## src/rtl/io_bit_pkg.sv

```systemverilog
package io_bit_pkg;

  localparam int ADDR_W    = 7;
  localparam int IDX_W     = 4;
  localparam int NUM_FLAGS = 2;
  localparam int FLAG_BASE = 10;

  typedef enum logic [1:0] {
    OP_NONE = 2'd0,
    OP_SET  = 2'd1,
    OP_CLR  = 2'd2,
    OP_TST  = 2'd3
  } op_e;

  typedef enum logic [1:0] {
    TGT_IDLE = 2'd0,
    TGT_PIN  = 2'd1,
    TGT_FLAG = 2'd2,
    TGT_BAD  = 2'd3
  } tgt_e;

  // Strobe priority: set over clear over test.
  function automatic op_e pick_op(input logic s, input logic c, input logic t);
    if (s)      return OP_SET;
    else if (c) return OP_CLR;
    else if (t) return OP_TST;
    else        return OP_NONE;
  endfunction

  // Flip-flop number is the inverted low index bit.
  function automatic logic flag_of(input logic [IDX_W-1:0] idx);
    return ~idx[0];
  endfunction

  // Legacy window: upper field at 3 now, or at 3 one cycle ago.
  function automatic logic in_window(input logic [1:0] now_hi, input logic [1:0] old_hi);
    return (now_hi == 2'b11) || (old_hi == 2'b11);
  endfunction

  function automatic tgt_e std_target(input logic b6, input logic [IDX_W-1:0] idx,
                                      input int npins);
    if (b6)                                        return TGT_BAD;
    if (int'(idx) < npins)                         return TGT_PIN;
    if (int'(idx) >= FLAG_BASE &&
        int'(idx) <  FLAG_BASE + NUM_FLAGS)        return TGT_FLAG;
    return TGT_BAD;
  endfunction

  function automatic tgt_e leg_target(input logic win, input logic [IDX_W-1:0] idx,
                                      input int npins);
    if (!win)              return TGT_IDLE;
    if (int'(idx) < npins) return TGT_PIN;
    return TGT_BAD;
  endfunction

endpackage

```

## src/rtl/io_bit_decode.sv

```systemverilog
module io_bit_decode
  import io_bit_pkg::*;
#(
  parameter int NUM_PINS = 10,
  parameter bit LEGACY   = 1'b0
) (
  input  logic              clk,
  input  logic              rst,
  input  logic [ADDR_W-1:0] ram_addr,
  output tgt_e              tgt,
  output logic [IDX_W-1:0]  idx
);

  assign idx = ram_addr[IDX_W-1:0];

  generate
    if (LEGACY) begin : g_legacy
      logic [1:0] hi_q;
      logic       unused_leg;
      always_ff @(posedge clk) begin
        if (rst) hi_q <= 2'b00;
        else     hi_q <= ram_addr[5:4];
      end
      assign tgt        = leg_target(in_window(ram_addr[5:4], hi_q), idx, NUM_PINS);
      assign unused_leg = ram_addr[6];
    end else begin : g_normal
      logic unused_std;
      assign tgt        = std_target(ram_addr[6], idx, NUM_PINS);
      assign unused_std = ^{clk, rst, ram_addr[5:4]};
    end
  endgenerate

endmodule

```

## src/rtl/io_bit_latch.sv

```systemverilog
module io_bit_latch
  import io_bit_pkg::*;
#(
  parameter int NUM_PINS = 10
) (
  input  logic                clk,
  input  logic                rst,
  input  op_e                 op,
  input  tgt_e                tgt,
  input  logic [NUM_PINS-1:0] sel,
  input  logic [NUM_PINS-1:0] mask,
  output logic [NUM_PINS-1:0] lat
);

  logic [NUM_PINS-1:0] nxt;

  always_comb begin
    nxt = lat;
    if (tgt == TGT_PIN) begin
      case (op)
        OP_SET:  nxt = (lat | sel) & mask;
        OP_CLR:  nxt = lat & ~sel;
        default: nxt = lat;
      endcase
    end
  end

  always_ff @(posedge clk) begin
    if (rst) lat <= '0;
    else     lat <= nxt;
  end

endmodule

```

## src/rtl/io_bit_flags.sv

```systemverilog
module io_bit_flags
  import io_bit_pkg::*;
(
  input  logic                 clk,
  input  logic                 rst,
  input  op_e                  op,
  input  tgt_e                 tgt,
  input  logic [IDX_W-1:0]     idx,
  output logic [NUM_FLAGS-1:0] ff
);

  logic pick;
  assign pick = flag_of(idx);

  always_ff @(posedge clk) begin
    if (rst) begin
      ff <= '0;
    end else if (tgt == TGT_FLAG) begin
      if (op == OP_SET)      ff[pick] <= 1'b1;
      else if (op == OP_CLR) ff[pick] <= 1'b0;
    end
  end

endmodule

```

## src/rtl/io_bit_resp.sv

```systemverilog
module io_bit_resp
  import io_bit_pkg::*;
#(
  parameter int NUM_PINS = 10
) (
  input  logic                 clk,
  input  logic                 rst,
  input  op_e                  op,
  input  tgt_e                 tgt,
  input  logic [IDX_W-1:0]     idx,
  input  logic [NUM_PINS-1:0]  sel,
  input  logic [NUM_PINS-1:0]  lat,
  input  logic [NUM_PINS-1:0]  pins,
  input  logic [NUM_PINS-1:0]  mask,
  input  logic [NUM_FLAGS-1:0] ff,
  output logic                 skip_q,
  output logic                 bad_q
);

  logic [NUM_PINS-1:0] view;
  logic                pin_lvl;
  logic                flag_lvl;
  logic                skip_d;

  assign view     = (lat | pins) & mask;
  assign pin_lvl  = |(view & sel);
  assign flag_lvl = ff[flag_of(idx)];

  always_comb begin
    skip_d = 1'b0;
    if (op == OP_TST) begin
      if (tgt == TGT_PIN)       skip_d = ~pin_lvl;
      else if (tgt == TGT_FLAG) skip_d = ~flag_lvl;
    end
  end

  always_ff @(posedge clk) begin
    if (rst) begin
      skip_q <= 1'b0;
      bad_q  <= 1'b0;
    end else begin
      skip_q <= skip_d;
      bad_q  <= (op != OP_NONE) && (tgt == TGT_BAD);
    end
  end

endmodule

```

## src/rtl/io_bit_unit.sv

```systemverilog
module io_bit_unit
  import io_bit_pkg::*;
#(
  parameter int NUM_PINS = 10,
  parameter bit LEGACY   = 1'b0
) (
  input  logic                 clk,
  input  logic                 rst,
  input  logic                 set_stb,
  input  logic                 clr_stb,
  input  logic                 tst_stb,
  input  logic [ADDR_W-1:0]    ram_addr,
  input  logic [NUM_PINS-1:0]  pin_in,
  input  logic [NUM_PINS-1:0]  out_mask,
  output logic [NUM_PINS-1:0]  port_out,
  output logic [NUM_FLAGS-1:0] irq_ff,
  output logic                 skip_req,
  output logic                 bad_access
);

  op_e                 cur_op;
  tgt_e                cur_tgt;
  logic [IDX_W-1:0]    cur_idx;
  logic [NUM_PINS-1:0] pin_sel;

  // Named events for the checker
  logic ev_set_pin, ev_clr_pin, ev_set_flag, ev_clr_flag;

  assign cur_op = pick_op(set_stb, clr_stb, tst_stb);

  io_bit_decode #(.NUM_PINS(NUM_PINS), .LEGACY(LEGACY)) u_dec (
    .clk      (clk),
    .rst      (rst),
    .ram_addr (ram_addr),
    .tgt      (cur_tgt),
    .idx      (cur_idx)
  );

  generate
    for (genvar i = 0; i < NUM_PINS; i++) begin : g_sel
      assign pin_sel[i] = (cur_idx == IDX_W'(i));
    end
  endgenerate

  assign ev_set_pin  = (cur_op == OP_SET) && (cur_tgt == TGT_PIN);
  assign ev_clr_pin  = (cur_op == OP_CLR) && (cur_tgt == TGT_PIN);
  assign ev_set_flag = (cur_op == OP_SET) && (cur_tgt == TGT_FLAG);
  assign ev_clr_flag = (cur_op == OP_CLR) && (cur_tgt == TGT_FLAG);

  io_bit_latch #(.NUM_PINS(NUM_PINS)) u_lat (
    .clk  (clk),
    .rst  (rst),
    .op   (cur_op),
    .tgt  (cur_tgt),
    .sel  (pin_sel),
    .mask (out_mask),
    .lat  (port_out)
  );

  io_bit_flags u_flg (
    .clk (clk),
    .rst (rst),
    .op  (cur_op),
    .tgt (cur_tgt),
    .idx (cur_idx),
    .ff  (irq_ff)
  );

  io_bit_resp #(.NUM_PINS(NUM_PINS)) u_rsp (
    .clk    (clk),
    .rst    (rst),
    .op     (cur_op),
    .tgt    (cur_tgt),
    .idx    (cur_idx),
    .sel    (pin_sel),
    .lat    (port_out),
    .pins   (pin_in),
    .mask   (out_mask),
    .ff     (irq_ff),
    .skip_q (skip_req),
    .bad_q  (bad_access)
  );

endmodule

```

## config.mk

```make
export PLATFORM = sky130hd
export DESIGN_NAME = io_bit_unit
export DESIGN_NICKNAME = d
export VERILOG_FILES = /design/src/rtl/io_bit_pkg.sv /design/src/rtl/io_bit_decode.sv /design/src/rtl/io_bit_latch.sv /design/src/rtl/io_bit_flags.sv /design/src/rtl/io_bit_resp.sv /design/src/rtl/io_bit_unit.sv
export SDC_FILE = /design/constraint.sdc
export NUM_CORES = 1
export LEC_CHECK = 0
export CAP_MARGIN = 20
export CELL_PAD_IN_SITES_DETAIL_PLACEMENT = 0
export CELL_PAD_IN_SITES_GLOBAL_PLACEMENT = 1
export CORE_MARGIN = 4
export CORE_UTILIZATION = 29
export DETAILED_ROUTE_END_ITERATION = 7
export PLACE_DENSITY_LB_ADDON = 0.1
export SLEW_MARGIN = 10
export SYNTH_ARGS = -nofsm -noshare
export SYNTH_HDL_FRONTEND = slang
export SYNTH_SLANG_ARGS = --single-unit
```

## constraint.sdc

```tcl
create_clock -name clk -period 2.18 [get_ports clk]
set_clock_uncertainty 0.15 [all_clocks]
set_input_delay 0.436 -clock clk [delete_from_list [all_inputs] [get_ports clk]]
set_output_delay 0.436 -clock clk [all_outputs]
set_load 0.03 [all_outputs]
```

# ---- Word-level counts from Yosys, hierarchy flattened
# Index checks and enable logic that the tools add are counted.
dict set report classes {
  muxes 24
  eq_ne 15
  n_lt_le_gt_ge 5
  n_bitwise 14
  reduce_logical 10
}
# operator n
set op_table {}
lappend op_table {{10-bit AND} 4}
lappend op_table {{2-bit 2-to-1 mux} 11}
lappend op_table {{10-bit OR} 2}
lappend op_table {{10-bit case mux with 2 select lines} 1}
lappend op_table {{4-bit by 3-bit equality test with 1-bit output (second input constant)} 4}
lappend op_table {{1-bit 2-to-1 mux} 11}
lappend op_table {{10-bit inverter} 1}
lappend op_table {{10-bit OR reduction} 1}
lappend op_table {{2-bit equality test (second input constant)} 4}
lappend op_table {{4-bit by 2-bit equality test with 1-bit output (second input constant)} 2}
lappend op_table {{4-bit equality test (second input constant)} 2}
lappend op_table {{4-bit less-than comparator (second input constant)} 2}
lappend op_table {{2-bit by 1-bit equality test with 1-bit output (second input constant)} 2}
lappend op_table {{4-bit by 1-bit equality test with 1-bit output (second input constant)} 1}
lappend op_table {{4-bit greater-or-equal comparator (second input constant)} 1}
lappend op_table {{4-bit logical NOT} 1}
lappend op_table {{1-bit inverter} 4}
lappend op_table {{2-bit AND reduction} 2}
lappend op_table {{2-bit nonzero test} 2}
lappend op_table {{1-bit logical AND} 3}
lappend op_table {{2-bit AND} 1}
lappend op_table {{1-bit by 2-bit less-than comparator with 1-bit output (second input constant)} 1}
lappend op_table {{2-bit inverter} 1}
lappend op_table {{2-bit OR} 1}
lappend op_table {{3 further kinds} 3}
dict set report totals {
  elab_cells 72
  output_inout_bits 14
  reg_bits 14
  inputBits 32
}

# ---- Longest topological paths before layout
dict set report depth {
  ltp_word 11
  mapped_depth 8
}

# ---- By module
# A second synthesis with hierarchy kept.
dict set report hier_totals {
  cells_unflattened 117
  area_unflattened_um2 996.0
}
# mod cells_each instances area_per_inst_um2 seq_area_each_um2
set modules_own_cells {}
lappend modules_own_cells {io_bit_latch 58 1 515.5 200.2}
lappend modules_own_cells {io_bit_resp 22 1 201.4 40.0}
lappend modules_own_cells {io_bit_flags 11 1 122.6 40.0}
lappend modules_own_cells {io_bit_unit 19 1 103.8 0.0}
lappend modules_own_cells {io_bit_decode 7 1 52.6 0.0}

# ---- Least setup slack after synthesis
# OpenSTA, ideal clock, no wires.
dict set report synth_path {
  path_type {input port to flip-flop}
  startpoint {input port tst_stb}
  endpoint {register u_lat.lat[9]}
  setup_time_ns 0.058
  path_stages 7
  t_required_ns 1.972
  setup_slack_ns 0.195
  t_arrival_ns 1.776
  cell_sequence {nor2_1 -> or2_2 -> ha_1 -> or3_1 -> buf_6 -> nor2_1 -> o21a_1}
}
dict set report synth_between {
  elab_chain_len 6
  word_cells_on_any_way 8
  classes_between {eq/ne (2); mux (4); reduce/logical (2)}
}
# element line
set synth_rtl {}
lappend synth_rtl {{start, declared} io_bit_unit.sv:11} ;# input logic tst_stb,
lappend synth_rtl {{2-bit 2-to-1 mux (*)} io_bit_pkg.sv:26} ;# else if (t) return OP_TST;
lappend synth_rtl {{2-bit 2-to-1 mux (*)} io_bit_pkg.sv:25} ;# else if (c) return OP_CLR;
lappend synth_rtl {{2-bit 2-to-1 mux (*)} io_bit_pkg.sv:24} ;# if (s) return OP_SET;
lappend synth_rtl {{2-bit by 1-bit equality test with 1-bit output / 2-bit equality test (equally long branches)} io_bit_latch.sv:20} ;# case (op)
lappend synth_rtl {{2-bit nonzero test (no line)} --}
lappend synth_rtl {{2-bit AND reduction (no line)} --}
lappend synth_rtl {{end signal, assigned} io_bit_latch.sv:30} ;# else lat <= nxt;
lappend synth_rtl {{end, declared} io_bit_latch.sv:12} ;# output logic [NUM_PINS-1:0] lat
# Every way passes the cells marked *; elsewhere a longest branch is shown, timed or not.
# A chain may end at the register's enable or synchronous reset.

# ---- Worst setup path in the final report
dict set report layout_path {
  startpoint {input port ram_addr[0]}
  endpoint {register u_rsp.skip_q}
}
dict set report layout_between {
  elab_chain_len 11
  word_cells_on_any_way 34
  classes_between {order compare (3); eq/ne (11); mux (14); bitwise (3); reduce/logical (3)}
}
# element line
set layout_rtl {}
lappend layout_rtl {{start, declared} io_bit_unit.sv:12} ;# input logic [ADDR_W-1:0] ram_addr,
lappend layout_rtl {{4-bit greater-or-equal comparator / 4-bit less-than comparator (equally long branches)} {io_bit_pkg.sv:44, io_bit_pkg.sv:45}}
lappend layout_rtl {{1-bit logical AND} io_bit_pkg.sv:44} ;# if (int'(idx) >= FLAG_BASE &&
lappend layout_rtl {{1-bit 2-to-1 mux (2 in series)} io_bit_pkg.sv:44}
lappend layout_rtl {{1-bit 2-to-1 mux} io_bit_pkg.sv:43} ;# if (int'(idx) < npins) return TGT_PIN;
lappend layout_rtl {{2-bit 2-to-1 mux} io_bit_pkg.sv:46} ;# return TGT_BAD;
lappend layout_rtl {{2-bit 2-to-1 mux} io_bit_pkg.sv:44}
lappend layout_rtl {{2-bit 2-to-1 mux} io_bit_pkg.sv:43}
lappend layout_rtl {{2-bit equality test} io_bit_resp.sv:33} ;# else if (tgt == TGT_FLAG) skip_d = ~flag_lvl;
lappend layout_rtl {{1-bit 2-to-1 mux} io_bit_resp.sv:33}
lappend layout_rtl {{1-bit 2-to-1 mux (*)} io_bit_resp.sv:32} ;# if (tgt == TGT_PIN) skip_d = ~pin_lvl;
lappend layout_rtl {{end signal, assigned} io_bit_resp.sv:42} ;# skip_q <= skip_d;
lappend layout_rtl {{end, declared} io_bit_resp.sv:16} ;# output logic skip_q,
# Every way passes the cells marked *; elsewhere a longest branch is shown, timed or not. The select of a mux whose other input is x is not followed.

==> summary.md <==
| Metric | Value |
|---|---|
| Worst skew pair latency | 0.28 ns |
| DP HPWL | ~2400 um |
| TritonCTS clock tree | yes |
| ANT nets after route | 0 |
| Synth Net Count | 153 |
| Die area | ~4500 um^2 |
| Dpl cells | between 200 and 250 |
| Reg2reg path depth | 4 |
| Starting Density | 0.304 |
| Post-synthesis sequential area ratio | 0.274 |
| Final setup TNS | 0 ns |
| Buffers on Ports | 43 |
| Distinct cells, synth | 33 |
| Top-count cell post-synth | dfxtp_1 |
| Final min period | approximately 2.1 ns |
| Synth Flop Type | dfxtp_1 |
| Pre-CTS setup slack | -0.445 ns |
| Syn Std Cell Area | 1020 um^2 |
| Arrival time worst endpoint | ~2.1 ns |
| Peak supply drop | between 300 and 400 uV |
| Initial antenna violation count | 0 |
| DR WL/cell | roughly 14 um |
| CP Capture Point | u_rsp.skip_q |
| Final Util | 0.498 |
| Filler instances | around 370 |
| Vias in the first global route | between 1000 and 1500 |
| Setup crit start kind | input port |
| Pwr dens | 366 nW/um^2 |
| #FFs+latches synth | 14 |
| Largest net degree at the start of global routing | 14 |
| Max Fclk | around 490 MHz |
| First-pass DRT Iterations | 4 |
| Worst-path clk slew | 0.08 ns |
| Cts-stage hold buffer count | 0 |
| Minimum hold slack | roughly 0.34 ns |
| Crit Path Max Fanout | 10 |
| FF+latch area | 280 um^2 |
| Yosys warns | 0 |
| Max_cap viols | 0 |
| Total core area | 3360 um^2 |
| Dominant cell type by area after synthesis | dfxtp_1 |
| Gate Count Post-Synth | 117 |
| Total gr overflow | 0 |
| Htree depth | 1 |
| Tightest Pin Transition | about 0.35 ns |
| Non-filler instance count after layout | between 200 and 250 |
| Die height | 67.4 um |
| CP Data Required Time | between 2 and 2.5 ns |
| Total track usage | 0.147 |
| First-pass GRT wire length | about 5000 um |
| Max_slew headroom | 0.768 |
| Ports | 46 |
| Final slew viol count | 0 |
| Max clock buf depth | 2 |
| Synth async-reset ratio | 0 |
| Reg-to-reg endpoint | u_rsp.skip_q |
| Final Hold Fails | 0 |
| Avg Cell Area, Syn | slightly below 9 um^2 |
| Status | complete, no violations |
| Multi-input logic area | 692 um^2 |
| RSZ-0062 raised after global routing | false |
| Fin crit share | 0.942 |
| Register-to-Register Setup Slack | between 0.6 and 0.7 ns |
| Gpl congestion | 0.793 |
| Crit Path Category | input port to register |
| Final nets | about 220 |
| Synth top area cells | dfxtp_1 (27%), mux2i_1 (13%), o21a_1 (8.1%) |
| # clock sinks | 14 |
| Die Wd | 67.4 um |
| Layout area overhead | 63.9% |
| EDFF count, synth | 0 |
| Final setup fails | 0 |
| Commonest cells in the netlist | dfxtp_1 (14), mux2i_1 (13), nor2_1 (13) |
| Via density | about 5 |
| DRC violations left | 0 |
| Clock buffer count from CTS | 3 |
| Share of the synthesized area in the top cell type | 0.274 |
| Critical path endpoint category | register |
| Leak | between 0.6 and 0.7 nW |
| DRT Wirelength | 3020 um |
| RR Startpoint | u_lat.lat[5] |
| Drt initial violations | 20 |
| Via Count | approximately 1100 |
| Critical path origin | ram_addr[0] |
| PnR worst setup slack | 0.126 ns |
| Clk root buf | clkbuf_4 |
| Share of cells above drive strength 1 | 0.192 |
| Antenna diodes | 0 |
| Worst Hold Class | register to register |
| Site Rows | 21 |
cells in the final DEF, fill, tap and decap left out, types with 2 or more instances in the layout:
cell,count
o22ai_1,4
o21ai_0,10
mux2i_1,13
inv_1,3
or4b_4,3
a21oi_1,11
buf_4,20
nand4bb_1,2
or4_1,2
clkdlybuf4s50_1,40
o21a_1,11
o21ai_1,3
dfxtp_1,14
dlymetal6s2s_1,3
nor2_1,13
clkbuf_4,3
ha_1,3
cell families (layout without fill, tap and decap cells):
| group | Yosys count | after routing | synth area share |
|---|---|---|---|
| simple gates | 34 | 34 | 0.241 |
| mux | 13 | 13 | 0.127 |
| compound gates | 41 | 41 | 0.237 |
| flops | 14 | 14 | 0.274 |
| fa+ha+maj | 4 | 4 | 0.0490 |
| buf+inv | 11 | 71 | 0.0710 |
worst max-delay path, cell delays in order:
cell             delay, ns
clkdlybuf4s50_1       0.67
or4b_1                0.53
o22ai_1               0.24
or4_1                 0.14
o21ai_1               0.06
report_power, final:
part | internal (mW) | total [mW] | switching (mW)
Sequential | 0.260 | 0.261 | 0.00184
Combinational | 0.119 | 0.205 | 0.0863
Clock | 0.0641 | 0.147 | 0.0831
metrics by stage:
step | total power, mW | instance area (um^2)
3_5_place_dp | 0.465 | 1620
5_1_grt | 0.664 | 1680
6_report | 0.614 | 1680
2_1_floorplan | 0.359 | 1020
3_3_place_gp | 0.461 | 1620
4_1_cts | 0.629 | 1660
cell type report:
class,count,share of cell area
Clock buffer,3,0.0134
Inverter,4,0.00896
Multi-Input combinational cell,92,0.413
Sequential cell,14,0.167
Tap cell,46,0.0344
Timing Repair Buffer,64,0.363
metal layers:
metal	wire length, um	global-route usage
met2	1410	0.253
met4	40	0.0456
met3	216	0.0466
met1	1360	0.173
met5	0	0
timing repair:
| item | in CTS | in global routing |
|---|---|---|
| pin swaps | 0 | 2 |
| buffers inserted | 0 | 1 |
| setup endpoints to repair | 11 | 11 |
| resized for setup | 6 | 3 |
worst min path at each step:
| stage | end | depth (start not counted) | startpoint |
|---|---|---|---|
| after floorplan | u_lat.lat[2] | 2 | rst |
| after global placement | u_lat.lat[7] | 1 | u_lat.lat[7] |
| after detailed placement | u_lat.lat[2] | 1 | u_lat.lat[2] |
| after CTS | u_lat.lat[2] | 1 | u_lat.lat[2] |
| after global routing | u_lat.lat[8] | 1 | u_lat.lat[8] |
| final | u_lat.lat[8] | 1 | u_lat.lat[8] |
Note: power is estimated with default switching activity, not from simulation.
